**config.mk**
```make
export PLATFORM = sky130hd
export DESIGN_NAME = raster_timing_gen
export DESIGN_NICKNAME = d
export VERILOG_FILES = /design/src/rtl/rtg_pkg.sv /design/src/rtl/rtg_cfg_reg.sv /design/src/rtl/rtg_hcounter.sv /design/src/rtl/rtg_vsequencer.sv /design/src/rtl/raster_timing_gen.sv
export SDC_FILE = /design/constraint.sdc
export NUM_CORES = 1
export LEC_CHECK = 0
export BUFFER_PORTS_ARGS = -buffer_cell sky130_fd_sc_hd__buf_4
export CAP_MARGIN = 10
export CORE_ASPECT_RATIO = 1.2
export CORE_MARGIN = 2
export CORE_UTILIZATION = 59
export DETAILED_ROUTE_END_ITERATION = 10
export PLACE_DENSITY = 0.82
export SETUP_SLACK_MARGIN = 0.02
export SLEW_MARGIN = 20
export SYNTH_ARGS = -nofsm -noshare
export SYNTH_HDL_FRONTEND = slang
export SYNTH_HIERARCHICAL = 1
export SYNTH_SLANG_ARGS = --single-unit
```
**constraint.sdc**
```tcl
create_clock -name clk -period 12.6 [get_ports clk]
set_clock_uncertainty 0.1 [all_clocks]
set_input_delay 1.26 -clock clk [delete_from_list [all_inputs] [get_ports clk]]
set_output_delay 1.26 -clock clk [all_outputs]
set_load 0.005 [all_outputs]
```
**src/rtl/rtg_pkg.sv**
```systemverilog
// Shared definitions for the raster timing generator.
// Assumes: segment arrays are indexed with the constants below.
package rtg_pkg;

    // Field identifier encoding
    typedef enum logic {
        FIELD_ODD  = 1'b0,
        FIELD_EVEN = 1'b1
    } rtg_field_e;

    // Mode flags captured with the timing values
    typedef struct packed {
        logic       interlace;
        logic       half_line;
        logic       odd_first;
        logic [1:0] pol;
    } rtg_mode_t;

    // Index of each segment inside a four-entry timing array
    localparam int SEG_ACT  = 0;
    localparam int SEG_FP   = 1;
    localparam int SEG_SYNC = 2;
    localparam int SEG_BP   = 3;

    // Index of each entry inside the three-entry second-field array
    localparam int F2_FP   = 0;
    localparam int F2_SYNC = 1;
    localparam int F2_BP   = 2;

    // Polarity mask bit positions
    localparam int POL_V_BIT = 0;
    localparam int POL_H_BIT = 1;

    // Turn a logical sync level into a pin level
    function automatic logic rtg_drive_pol(input logic level, input logic act_high);
        return act_high ? level : ~level;
    endfunction

endpackage

```
**src/rtl/rtg_cfg_reg.sv**
```systemverilog
// Configuration holding register.
// Captures every configuration input while reset is held and when load is
// high (the last pixel of a frame); otherwise holds its value, so the
// counters always see one consistent set for a whole frame.
module rtg_cfg_reg
    import rtg_pkg::*;
#(
    parameter int W = 12
) (
    input  logic                clk,
    input  logic                rst_n,
    input  logic                load,
    input  logic [3:0][W-1:0]   h_in,
    input  logic [3:0][W-1:0]   v_in,
    input  logic [2:0][W-1:0]   f2_in,
    input  rtg_mode_t           mode_in,
    output logic [3:0][W-1:0]   h_q,
    output logic [3:0][W-1:0]   v_q,
    output logic [2:0][W-1:0]   f2_q,
    output rtg_mode_t           mode_q
);

    // Capture on reset or at the frame wrap, hold otherwise
    always_ff @(posedge clk) begin
        if (!rst_n || load) begin
            h_q    <= h_in;
            v_q    <= v_in;
            f2_q   <= f2_in;
            mode_q <= mode_in;
        end
    end

endmodule

```
**src/rtl/rtg_hcounter.sv**
```systemverilog
// Horizontal pixel counter and line-segment decoder.
// Counts 0 .. line_total-1 and flags the visible region, the sync window,
// the last pixel and the second half of the line.
// Assumes: the four segment sums fit in W bits and the line total is >= 2.
module rtg_hcounter
    import rtg_pkg::*;
#(
    parameter int W = 12
) (
    input  logic              clk,
    input  logic              rst_n,
    input  logic [3:0][W-1:0] h_cfg,
    output logic [W-1:0]      h_pos,
    output logic [W-1:0]      h_mid,
    output logic              line_end,
    output logic              h_visible,
    output logic              hsync_lvl,
    output logic              past_mid
);

    localparam logic [W-1:0] ONE = {{(W-1){1'b0}}, 1'b1};

    logic [W-1:0] sync_on;
    logic [W-1:0] sync_off;
    logic [W-1:0] line_total;

    // Segment boundaries of the line
    always_comb begin
        sync_on    = h_cfg[SEG_ACT] + h_cfg[SEG_FP];
        sync_off   = sync_on + h_cfg[SEG_SYNC];
        line_total = sync_off + h_cfg[SEG_BP];
        h_mid      = line_total >> 1;
    end

    // Pixel counter, wraps at the end of the line
    always_ff @(posedge clk) begin
        if (!rst_n) begin
            h_pos <= '0;
        end else if (line_end) begin
            h_pos <= '0;
        end else begin
            h_pos <= h_pos + ONE;
        end
    end

    // Position flags
    always_comb begin
        line_end  = (h_pos == line_total - ONE);
        h_visible = (h_pos < h_cfg[SEG_ACT]);
        hsync_lvl = (h_pos >= sync_on) && (h_pos < sync_off);
        past_mid  = (h_pos >= h_mid);
    end

endmodule

```
**src/rtl/rtg_vsequencer.sv**
```systemverilog
// Vertical line counter and field sequencer.
// Steps one line per line_end, walks the visible, front porch, sync and
// back porch lines of the current field, alternates fields in interlaced
// mode and flags the last pixel of the frame.
// Assumes: each field has at least one line and sums fit in W bits.
module rtg_vsequencer
    import rtg_pkg::*;
#(
    parameter int W = 12
) (
    input  logic              clk,
    input  logic              rst_n,
    input  logic              line_end,
    input  logic              past_mid,
    input  logic [3:0][W-1:0] v_cfg,
    input  logic [2:0][W-1:0] f2_cfg,
    input  rtg_mode_t         mode,
    output logic [W-1:0]      v_pos,
    output rtg_field_e        phase,
    output logic              v_visible,
    output logic              vsync_lvl,
    output logic              frame_end
);

    localparam logic [W-1:0] ONE = {{(W-1){1'b0}}, 1'b1};

    logic [W-1:0] half_rows;
    logic         odd_rows;
    logic [W-1:0] act_first;
    logic [W-1:0] act_second;
    logic [W-1:0] cur_act;
    logic [W-1:0] cur_fp;
    logic [W-1:0] cur_sync;
    logic [W-1:0] cur_bp;
    logic [W-1:0] vs_start;
    logic [W-1:0] vs_stop;
    logic [W-1:0] last_line;
    logic         shifted;
    logic         field_end;

    // Split of the visible lines between the two fields
    always_comb begin
        half_rows  = v_cfg[SEG_ACT] >> 1;
        odd_rows   = v_cfg[SEG_ACT][0];
        act_first  = mode.interlace
                   ? half_rows + {{(W-1){1'b0}}, odd_rows & mode.odd_first}
                   : v_cfg[SEG_ACT];
        act_second = half_rows + {{(W-1){1'b0}}, odd_rows & ~mode.odd_first};
    end

    // Timing set of the field in progress
    always_comb begin
        if (phase == FIELD_EVEN) begin
            cur_act  = act_second;
            cur_fp   = f2_cfg[F2_FP];
            cur_sync = f2_cfg[F2_SYNC];
            cur_bp   = f2_cfg[F2_BP];
        end else begin
            cur_act  = act_first;
            cur_fp   = v_cfg[SEG_FP];
            cur_sync = v_cfg[SEG_SYNC];
            cur_bp   = v_cfg[SEG_BP];
        end
        vs_start  = cur_act + cur_fp;
        vs_stop   = vs_start + cur_sync;
        last_line = vs_stop + cur_bp - ONE;
    end

    // Vertical sync window, delayed by half a line when the shift applies
    always_comb begin
        shifted = mode.interlace && mode.half_line && (phase == FIELD_ODD);
        if (shifted) begin
            vsync_lvl = ((v_pos == vs_start) && past_mid)
                     || ((v_pos > vs_start) && (v_pos < vs_stop))
                     || ((v_pos == vs_stop) && !past_mid);
        end else begin
            vsync_lvl = (v_pos >= vs_start) && (v_pos < vs_stop);
        end
        v_visible = (v_pos < cur_act);
    end

    // Field and frame boundaries
    always_comb begin
        field_end = line_end && (v_pos == last_line);
        frame_end = field_end && (!mode.interlace || (phase == FIELD_EVEN));
    end

    // Line counter within the field
    always_ff @(posedge clk) begin
        if (!rst_n) begin
            v_pos <= '0;
        end else if (field_end) begin
            v_pos <= '0;
        end else if (line_end) begin
            v_pos <= v_pos + ONE;
        end
    end

    // Field sequencer, back to the first field at each frame wrap
    always_ff @(posedge clk) begin
        if (!rst_n) begin
            phase <= FIELD_ODD;
        end else if (frame_end) begin
            phase <= FIELD_ODD;
        end else if (field_end) begin
            phase <= (phase == FIELD_ODD) ? FIELD_EVEN : FIELD_ODD;
        end
    end

endmodule

```
**src/rtl/raster_timing_gen.sv**
```systemverilog
// Programmable raster timing generator, top level.
// Holds the configuration for a whole frame, runs the pixel and line
// counters and decodes syncs, data enable, field and start of frame from
// the current position. Outputs follow the registered position directly.
// Assumes: every segment sum fits in CNT_W bits, each sync width >= 1 and
// in interlaced mode the visible height is at least 2.
module raster_timing_gen
    import rtg_pkg::*;
#(
    parameter int CNT_W = 12
) (
    input  logic             clk,
    input  logic             rst_n,
    input  logic [CNT_W-1:0] cfg_h_act,
    input  logic [CNT_W-1:0] cfg_h_fp,
    input  logic [CNT_W-1:0] cfg_h_sw,
    input  logic [CNT_W-1:0] cfg_h_bp,
    input  logic [CNT_W-1:0] cfg_v_act,
    input  logic [CNT_W-1:0] cfg_v_fp,
    input  logic [CNT_W-1:0] cfg_v_sw,
    input  logic [CNT_W-1:0] cfg_v_bp,
    input  logic [CNT_W-1:0] cfg_f2_fp,
    input  logic [CNT_W-1:0] cfg_f2_sw,
    input  logic [CNT_W-1:0] cfg_f2_bp,
    input  logic             cfg_interlace,
    input  logic             cfg_half_line,
    input  logic             cfg_odd_first,
    input  logic [1:0]       cfg_pol,
    output logic             hsync,
    output logic             vsync,
    output logic             de,
    output logic             field,
    output logic             sof,
    output logic [CNT_W-1:0] h_pos,
    output logic [CNT_W-1:0] v_pos
);

    logic [3:0][CNT_W-1:0] h_cfg_in;
    logic [3:0][CNT_W-1:0] v_cfg_in;
    logic [2:0][CNT_W-1:0] f2_cfg_in;
    rtg_mode_t             mode_in;
    logic [3:0][CNT_W-1:0] h_cfg_q;
    logic [3:0][CNT_W-1:0] v_cfg_q;
    logic [2:0][CNT_W-1:0] f2_cfg_q;
    rtg_mode_t             mode_q;

    logic [CNT_W-1:0] h_mid;
    logic             line_end;
    logic             h_visible;
    logic             hsync_lvl;
    logic             past_mid;
    rtg_field_e       phase;
    logic             v_visible;
    logic             vsync_lvl;
    logic             frame_end;

    // Gather the configuration pins into segment arrays
    always_comb begin
        h_cfg_in[SEG_ACT]   = cfg_h_act;
        h_cfg_in[SEG_FP]    = cfg_h_fp;
        h_cfg_in[SEG_SYNC]  = cfg_h_sw;
        h_cfg_in[SEG_BP]    = cfg_h_bp;
        v_cfg_in[SEG_ACT]   = cfg_v_act;
        v_cfg_in[SEG_FP]    = cfg_v_fp;
        v_cfg_in[SEG_SYNC]  = cfg_v_sw;
        v_cfg_in[SEG_BP]    = cfg_v_bp;
        f2_cfg_in[F2_FP]    = cfg_f2_fp;
        f2_cfg_in[F2_SYNC]  = cfg_f2_sw;
        f2_cfg_in[F2_BP]    = cfg_f2_bp;
        mode_in.interlace   = cfg_interlace;
        mode_in.half_line   = cfg_half_line;
        mode_in.odd_first   = cfg_odd_first;
        mode_in.pol         = cfg_pol;
    end

    rtg_cfg_reg #(.W(CNT_W)) u_cfg (
        .clk     (clk),
        .rst_n   (rst_n),
        .load    (frame_end),
        .h_in    (h_cfg_in),
        .v_in    (v_cfg_in),
        .f2_in   (f2_cfg_in),
        .mode_in (mode_in),
        .h_q     (h_cfg_q),
        .v_q     (v_cfg_q),
        .f2_q    (f2_cfg_q),
        .mode_q  (mode_q)
    );

    rtg_hcounter #(.W(CNT_W)) u_hcnt (
        .clk       (clk),
        .rst_n     (rst_n),
        .h_cfg     (h_cfg_q),
        .h_pos     (h_pos),
        .h_mid     (h_mid),
        .line_end  (line_end),
        .h_visible (h_visible),
        .hsync_lvl (hsync_lvl),
        .past_mid  (past_mid)
    );

    rtg_vsequencer #(.W(CNT_W)) u_vseq (
        .clk       (clk),
        .rst_n     (rst_n),
        .line_end  (line_end),
        .past_mid  (past_mid),
        .v_cfg     (v_cfg_q),
        .f2_cfg    (f2_cfg_q),
        .mode      (mode_q),
        .v_pos     (v_pos),
        .phase     (phase),
        .v_visible (v_visible),
        .vsync_lvl (vsync_lvl),
        .frame_end (frame_end)
    );

    // Output decode from the current position
    always_comb begin
        hsync = rtg_drive_pol(hsync_lvl, mode_q.pol[POL_H_BIT]);
        vsync = rtg_drive_pol(vsync_lvl, mode_q.pol[POL_V_BIT]);
        de    = h_visible && v_visible;
        field = mode_q.interlace && (logic'(phase) ^ ~v_visible);
        sof   = (h_pos == '0) && (v_pos == '0) && (phase == FIELD_ODD);
    end

endmodule

```
==> results of run 1 <==
-- per-layer routing --
layer  track usage, %  up-vias  wire [um]
li1                 -     4339          -
met5                0        -          0
met1             29.9     4226      10400
met2             47.2      299      13800
met4             8.45        0        630
met3             4.65       46       1530
-- critical path, delay by kind of cell, from the launching register on --
| kind | cells | cell delay [ns] |
|---|---|---|
| simple gates | 7 | 2.28 |
| buf+inv | 1 | 0.85 |
| flops | 1 | 0.39 |
| xor+xnor | 5 | 1.11 |
| compound gates | 11 | 2.40 |
| fa+ha+maj | 4 | 1.30 |
-- power by group --
part | internal, mW | leakage [nW] | switching [mW]
Sequential | 0.623 | 1.54 | 0.0215
Clock | 0.338 | 0.305 | 0.213
Combinational | 0.692 | 4.41 | 0.842
-- flip-flops by register name, indices dropped and copies added (netlist names) --
signal / flops
u_hcnt/h_pos: 12
u_vseq/v_pos: 12
u_cfg/h_q: 48
u_cfg/v_q: 48
u_vseq/phase: 1
u_cfg/mode_q: 5
u_cfg/f2_q: 36
-- stage by stage --
stage               setup WS (ns)  hold slack, ns  total power [mW]  cells  util (%)
floorplan                    2.57           0.419              1.85   1098         -
global placement             4.03           0.486              2.10   1509      67.8
detailed placement           3.76           0.495              2.16   1509      67.8
CTS                          3.71           0.511              2.72   1541      71.0
global route                 2.95           0.554              2.94   1541      71.0
finish                       3.67           0.511              2.73   1541      71.0
-- cell type report --
cell class / count / area (um2)
Timing Repair Buffer: 169 / 1270
Sequential cell: 162 / 4620
Inverter: 106 / 398
Tap cell: 261 / 327
Multi-Input combinational cell: 811 / 6640
Clock inverter: 12 / 181
Clock buffer: 20 / 447
Fill cell: 1445 / 5670
-- worst paths after layout --
kind	depth (start not counted)	to	slack, ns	start
hold / removal	1	u_hcnt/h_pos[0]	0.51	u_hcnt/h_pos[0]
setup reg to reg	28	u_cfg/v_q[42]	3.67	u_cfg/h_q[0]
hold reg to reg	1	u_hcnt/h_pos[0]	0.51	u_hcnt/h_pos[0]
setup / recovery	28	u_cfg/v_q[42]	3.67	u_cfg/h_q[0]
-- cells in the final DEF (no fill, tap or decap), types with 4 or more instances in the layout --
master	count
nand3_1	28
inv_1	105
and3_1	8
nand4_1	12
bufinv_16	4
nor2_2	10
o21a_1	12
ha_1	159
edfxtp_1	137
a221o_1	5
o21ai_0	32
o211ai_1	5
mux2i_1	21
nor4_1	5
o31ai_1	5
fa_1	6
and2_1	6
nand2_1	42
a211oi_1	13
nor3_1	18
a21oi_1	63
nand2b_1	13
a21o_1	45
nor2_1	63
buf_4	169
xor2_1	51
xnor3_1	4
nor2b_1	14
dfxtp_1	24
mux2_2	20
xnor2_1	73
clkbuf_16	17
o21bai_1	11
==> impl_metrics.tcl, run 1 <==
set metrics [dict create \
    status "finished, final reports clean" \
    htreeDepth 4 \
    cts_resized 0 \
    syn_inst 1098 \
    cts_root_buffer "clkbuf_16" \
    cts_buffers 17 \
    end_kind "flip-flop" \
    place_area_um2 13200 \
    critPathRequiredTime_ns 12.55 \
    hold_class "flip-flop to flip-flop" \
    fin_area_um2 13900 \
    diodes 0 \
    hpwl_um 20200 \
    vias 8910 \
    final_antenna_net_count 0 \
    worstPathMaxFanout 70 \
    vias_per_cell 5.78 \
    start_util_pct 60.1 \
    syn_area_um2 11700 \
    drt_iter0_markers 528 \
    period_minus_slack_ns 8.93 \
    finalSetupTns_ns 0 \
    cts_hold_buf 0 \
    antenna_found_initial 0 \
    cts_tree "yes" \
    ys_warn_count 6 \
    cp_slowest_cell "buf_4" \
    clock_latency_ns 0.44 \
    p_per_area_nw_per_um2 197 \
    clock_path_buffers 2 \
    grt_pass1_wl_um 42100 \
    tightest_slew_ns 0.935 \
    dieArea_um2 21100 \
    fmax_ghz 0.112 \
    critPathArrivalTime_ns 8.88 \
    leakage_nw 6.26 \
    post-cts-setup-buffers 0 \
    hold_viol_final 0 \
    rsz0062_at_grt "false" \
    syn-num-nets 1402 \
    syn_to_final_growth_pct 18.1 \
    final_nets 1571 \
    finalCritPeriodShare_pct 70.8 \
    cap_violations 0 \
    finalMaxSlewViolations 0 \
    cts.sinks 162 \
    clk_pin_slew_ns 0.07 \
    grt_usage_pct 25.5 \
    dr.pass1.iters 5 \
    cpPeakStageDelay_ns 0.85 \
    layout-drive-gt1-share_pct 19.8 \
    grt_max_degree 71 \
    finalSetupViolCount 0 \
    routabilityCongestion 0.901 \
    worstSetupPathType "flip-flop to flip-flop" \
    grt_remaining_overflow 0 \
    io_pins 168 \
    routed_wl_um 26400 \
    crit_top_cell "a21oi_1" \
    vdd_drop_max_mv 0.120 \
    first_global_vias 8700 \
    rows 56 \
    coreArea_um2 19500 \
    die_w_um 133 \
    cp-start-kind "flip-flop" \
    port_buffers 167 \
    relSlewSlack_pct 37.7 \
    drc 0 \
    die_h_um 159 \
    wl_per_cell_um 17.1 \
    synth.avg_cell_area_um2 10.7 \
]
No activity file was read; power rests on OpenSTA's default activity.
==> run 2: changes to the inputs <==
clock period = 8.6 ns   (was 12.6 ns; I/O delays follow)
==> run 2 against run 1 <==
  * Die area did not move
  * Critical path depth stayed put
  * Setup slack worse by 3.2 ns
  * Sequential power increased by 46%
  * Global-route usage is 0.17 points lower
  * Design area is 0.24% higher
  * Register-to-register slack worse by 2.6 ns
  * First-iteration DRC count down 4.5%
  * Critical path type is now flip-flop to output port
  * Wire length is 0.97% lower
  * Sequential cell count unchanged
  * Combinational power is 46% higher
  * Utilization rose by 0.17 points
==> impl_metrics.tcl, run 2 (synthesis results as in run 1) <==
set metrics [dict create \
    routed_wl_um 26200 \
    tightest_slew_ns 0.756 \
    htreeDepth 4 \
    layout-drive-gt1-share_pct 20.1 \
    vdd_drop_max_mv 0.222 \
    nFillCells 1435 \
    cts_buffers 17 \
    critPathRequiredTime_ns 7.64 \
    routabilityCongestion 0.914 \
    worstPathMaxFanout 5 \
    finalSetupViolCount 0 \
    antenna_found_initial 0 \
    die_w_um 133 \
    vias_per_cell 5.71 \
    cp-start-kind "flip-flop" \
    hold_class "input port to flip-flop" \
    die_h_um 159 \
    rsz0062_at_grt "false" \
    layout_common_cells "buf_4 (170), ha_1 (159), edfxtp_1 (137)" \
    post-cts-setup-buffers 0 \
    clock_latency_ns 0.43 \
    grt_pass1_wl_um 41900 \
    clk_pin_slew_ns 0.07 \
    grt_remaining_overflow 0 \
    hold_viol_final 0 \
    total_power_mw 3.97 \
    end_kind "output port" \
    diodes 0 \
    drt_iter0_markers 504 \
    p_per_area_nw_per_um2 285 \
    cts_tree "yes" \
    finalCritPeriodShare_pct 94.1 \
    finalMaxSlewViolations 0 \
    drc 0 \
    worstSetupPathType "flip-flop to output port" \
    period_minus_slack_ns 8.09 \
    coreArea_um2 19500 \
    cap_violations 0 \
    mostFrequentLayoutCell "buf_4" \
    final_nets 1574 \
    path_delay_family "compound AO/OA/AOI/OAI gates" \
    crit_top_cell "a21oi_1" \
    cts_resized 0 \
    relSlewSlack_pct 49.6 \
    dr.pass1.iters 5 \
    syn_to_final_growth_pct 18.4 \
    hpwl_um 20100 \
    port_buffers 167 \
    cp.buffers_inverters 1 \
    vias 8819 \
    wl_per_cell_um 16.9 \
    leakage_nw 6.28 \
    cpPeakStageDelay_ns 0.42 \
    grt_max_degree 70 \
    status "finished, final reports clean" \
    start_util_pct 60.1 \
    io_pins 168 \
    fmax_ghz 0.124 \
    fin_area_um2 13900 \
    clock_path_buffers 2 \
    first_global_vias 9026 \
    place_area_um2 13300 \
    cts_root_buffer "clkbuf_16" \
    grt_usage_pct 25.3 \
    final_antenna_net_count 0 \
    critPathArrivalTime_ns 7.13 \
    cp_slowest_cell "fa_1" \
    cts.sinks 162 \
    rows 56 \
    finalSetupTns_ns 0 \
    reg_top3 "u_cfg/h_q (48), u_cfg/v_q (48), u_cfg/f2_q (36)" \
    cts_hold_buf 0 \
    dieArea_um2 21100 \
]
==> run 2: metal layers <==
| layer | up-vias | share of wire, % | track usage [%] |
|---|---|---|---|
| li1 | 4331 | - | - |
| met1 | 4148 | 39 | 27.5 |
| met2 | 271 | 52 | 47.0 |
| met3 | 69 | 4.6 | 4.58 |
| met4 | 0 | 3.9 | 13.7 |
| met5 | - | 0 | 0 |
==> run 2: final cells by class <==
class                           instances  area (um2)  area share [%]
Tap cell                              261         327            2.35
Clock inverter                         15         189            1.36
Timing Repair Buffer                  172        1320            9.46
Inverter                              106         398            2.86
Clock buffer                           17         425            3.06
Multi-Input combinational cell        811        6640            47.7
Sequential cell                       162        4620            33.2
==> run 2: where the power goes <==
| group | switching (mW) | total [mW] | internal [mW] |
|---|---|---|---|
| clock | 0.344 | 0.786 | 0.443 |
| combinational | 1.23 | 2.24 | 1.01 |
| sequential | 0.0312 | 0.943 | 0.911 |
| total | 1.60 | 3.97 | 2.37 |
==> run 2: worst paths after layout <==
path	start	endpoint	slack, ns	cells past startpoint
worst max-delay path	u_cfg/h_q[0]	vsync	0.51	28
worst min-delay path	cfg_h_bp[3]	u_cfg/h_q[39]	0.50	1
worst max register to register	u_cfg/mode_q[2]	u_cfg/h_q[34]	1.05	27
worst min register to register	u_hcnt/h_pos[0]	u_hcnt/h_pos[0]	0.51	1
==> run 2: through the flow <==
step	hold WS [ns]	cells	util [%]	setup WS, ns
after CTS	0.485	1544	71.1	0.516
after detailed placement	0.498	1512	68.0	1.01
final	0.500	1544	71.1	0.510
after global routing	0.479	1544	71.1	0.207
after floorplan	0.419	1098	-	0.237
after global placement	0.479	1512	68.0	1.23
==> run 3: changes to the inputs <==
CORE_UTILIZATION = 53   (was 59)
PLACE_DENSITY = 0.78   (was 0.82)
clock period = 7.1 ns   (was 8.6 ns; I/O delays follow)
==> run 3 against run 2 <==
  * The flow now finishes with violations (negative setup slack)
  * First-iteration DRC count is 33% higher
  * Design area rose by 7.1%
  * Sequential cell count unchanged
  * Largest power group unchanged
  * Critical endpoint unchanged
==> impl_metrics.tcl, run 3 (synthesis results as in run 1) <==
set metrics [dict create \
    rows 59 \
    hold_viol_final 0 \
    layout_common_cells "buf_4 (214), ha_1 (153), edfxtp_1 (137)" \
    grt_pass1_wl_um 43300 \
    period_minus_slack_ns 7.57 \
    relSlewSlack_pct 56.6 \
    routabilityCongestion 0.886 \
    reg_top3 "u_cfg/h_q (48), u_cfg/v_q (48), u_cfg/f2_q (36)" \
    grt_remaining_overflow 0 \
    status "finished, violations left" \
    route.met2.wl_um 14900 \
    grt_usage_pct 23.2 \
    finalSetupViolCount 1 \
    io_pins 168 \
    highest_layer "met4" \
    grt_max_degree 40 \
    hold_class "input port to flip-flop" \
    die_h_um 167 \
    cpPeakStageDelay_ns 0.52 \
    hpwl_um 20600 \
    layout-drive-gt1-share_pct 27.2 \
    critPathRequiredTime_ns 6.29 \
    wl_met3_um 1620 \
    clk_pin_slew_ns 0.08 \
    cp-start-kind "flip-flop" \
    nFillCells 1559 \
    fmax_ghz 0.132 \
    vias 9331 \
    finalSetupTns_ns -0.472 \
    routed_wl_um 29700 \
    wl_met1_um 12400 \
    start_util_pct 54.1 \
    rsz0062_at_grt "true" \
    final_nets 1636 \
    drt_iter0_markers 670 \
    dieArea_um2 23400 \
    clock_path_buffers 2 \
    cap_violations 0 \
    critPathLaunch "u_cfg/h_q[1]" \
    antenna_found_initial 0 \
    cts_buffers 17 \
    vdd_drop_max_mv 0.240 \
    diodes 0 \
    worst_slack_ns -0.472 \
    worstPathMaxFanout 4 \
    first_global_vias 8819 \
    end_kind "output port" \
    clock_latency_ns 0.44 \
    crit_end "vsync" \
    cts.sinks 162 \
    cts_tree "yes" \
    r2r_end "u_vseq/phase" \
    r2r-start "u_cfg/h_q[0]" \
    r2r_cells 32 \
    wl_per_cell_um 18.3 \
    cts_root_buffer "clkbuf_16" \
    p_per_area_nw_per_um2 353 \
    final_antenna_net_count 0 \
    cp_slowest_cell "or4_4" \
    worstSetupPathType "flip-flop to output port" \
    vias_per_cell 5.76 \
    finalMaxSlewViolations 0 \
    dr.pass1.iters 5 \
    syn_to_final_growth_pct 26.9 \
    tightest_slew_ns 0.651 \
    coreArea_um2 21700 \
    port_buffers 167 \
    cts_hold_buf 0 \
    die_w_um 140 \
    rrSetupSlack_ns 0.09 \
    htreeDepth 4 \
    leakage_nw 6.74 \
    total_power_mw 5.26 \
    finalCritPeriodShare_pct 107 \
    critPathArrivalTime_ns 6.76 \
    violations "negative setup slack" \
    mostFrequentLayoutCell "buf_4" \
    crit_top_cell "a21o_1" \
    drc 0 \
]
==> run 3: changes by cell type in the layout (fill, tap and decap cells not counted), moves of 5 or more <==
| cell | before | now |
|---|---|---|
| buf_4 | 170 | 214 |
| xnor2_2 | 2 | 9 |
| a21oi_1 | 63 | 57 |
| ha_1 | 159 | 153 |
| a21oi_2 | 0 | 5 |
| xnor2_1 | 73 | 65 |
| clkbuf_16 | 17 | 26 |
==> run 3: area by class of cell <==
| type | instances | area (um2) | area share [%] |
|---|---|---|---|
| inverters | 106 | 398 | 2.67 |
| clock buffers | 17 | 425 | 2.86 |
| multi-input cells | 811 | 6910 | 46.4 |
| well taps | 274 | 343 | 2.30 |
| clock inverters | 15 | 183 | 1.23 |
| flip-flops and latches | 162 | 4620 | 31.0 |
| repair buffers | 234 | 2020 | 13.6 |
==> run 3: metrics by stage <==
stage	std cells	utilization, %	setup WS (ns)	cell area (um2)	hold slack [ns]
after floorplan	1098	-	0.0208	11800	0.419
after CTS	1585	65.9	-0.193	14300	0.332
after global routing	1619	68.6	-0.712	14900	0.331
after detailed placement	1533	61.9	-0.0532	13400	0.496
after global placement	1533	61.9	0.0810	13400	0.489
final	1619	68.6	-0.472	14900	0.344
==> run 3: worst min-delay path by stage <==
| stage | endpoint | slack, ns | cells after the start | startpoint |
|---|---|---|---|---|
| final | u_cfg/h_q[25] | 0.34 | 1 | cfg_h_sw[1] |
| after detailed placement | u_hcnt/h_pos[0] | 0.50 | 1 | u_hcnt/h_pos[0] |
| after global placement | u_hcnt/h_pos[0] | 0.49 | 1 | u_hcnt/h_pos[0] |
| after floorplan | u_hcnt/h_pos[0] | 0.42 | 1 | u_hcnt/h_pos[0] |
| after CTS | u_cfg/h_q[2] | 0.33 | 1 | cfg_h_act[2] |
| after global routing | u_cfg/h_q[27] | 0.33 | 1 | cfg_h_sw[3] |
==> run 3: metal layers <==
| layer | up-vias | global-route usage, % |
|---|---|---|
| met5 | - | 0 |
| met1 | 4505 | 29.9 |
| met3 | 59 | 3.65 |
| li1 | 4463 | - |
| met2 | 304 | 39.9 |
| met4 | 0 | 7.57 |
==> run 3: critical path: cells and delay by family (launching register included) <==
kind | cells | cell delay, ns
compound gates | 16 | 2.66
xor+xnor | 3 | 0.50
simple gates | 5 | 1.24
buf+inv | 2 | 0.17
flops | 1 | 0.44
fa+ha+maj | 4 | 1.31
==> run 3: timing repair <==
item	in CTS	in global routing
endpoints found under the hold margin	0	0
gates cloned	0	12
pin swaps	39	39
gates resized for setup	19	39
buffers inserted	20	22
setup endpoints to repair	137	151
==> run 3: report_power, final <==
part | total [mW] | internal [mW] | leakage (nW) | switching [mW]
combinational | 3.16 | 1.49 | 4.89 | 1.67
clock | 0.953 | 0.508 | 0.298 | 0.445
sequential | 1.14 | 1.10 | 1.54 | 0.0400
total | 5.26 | 3.11 | 6.74 | 2.15
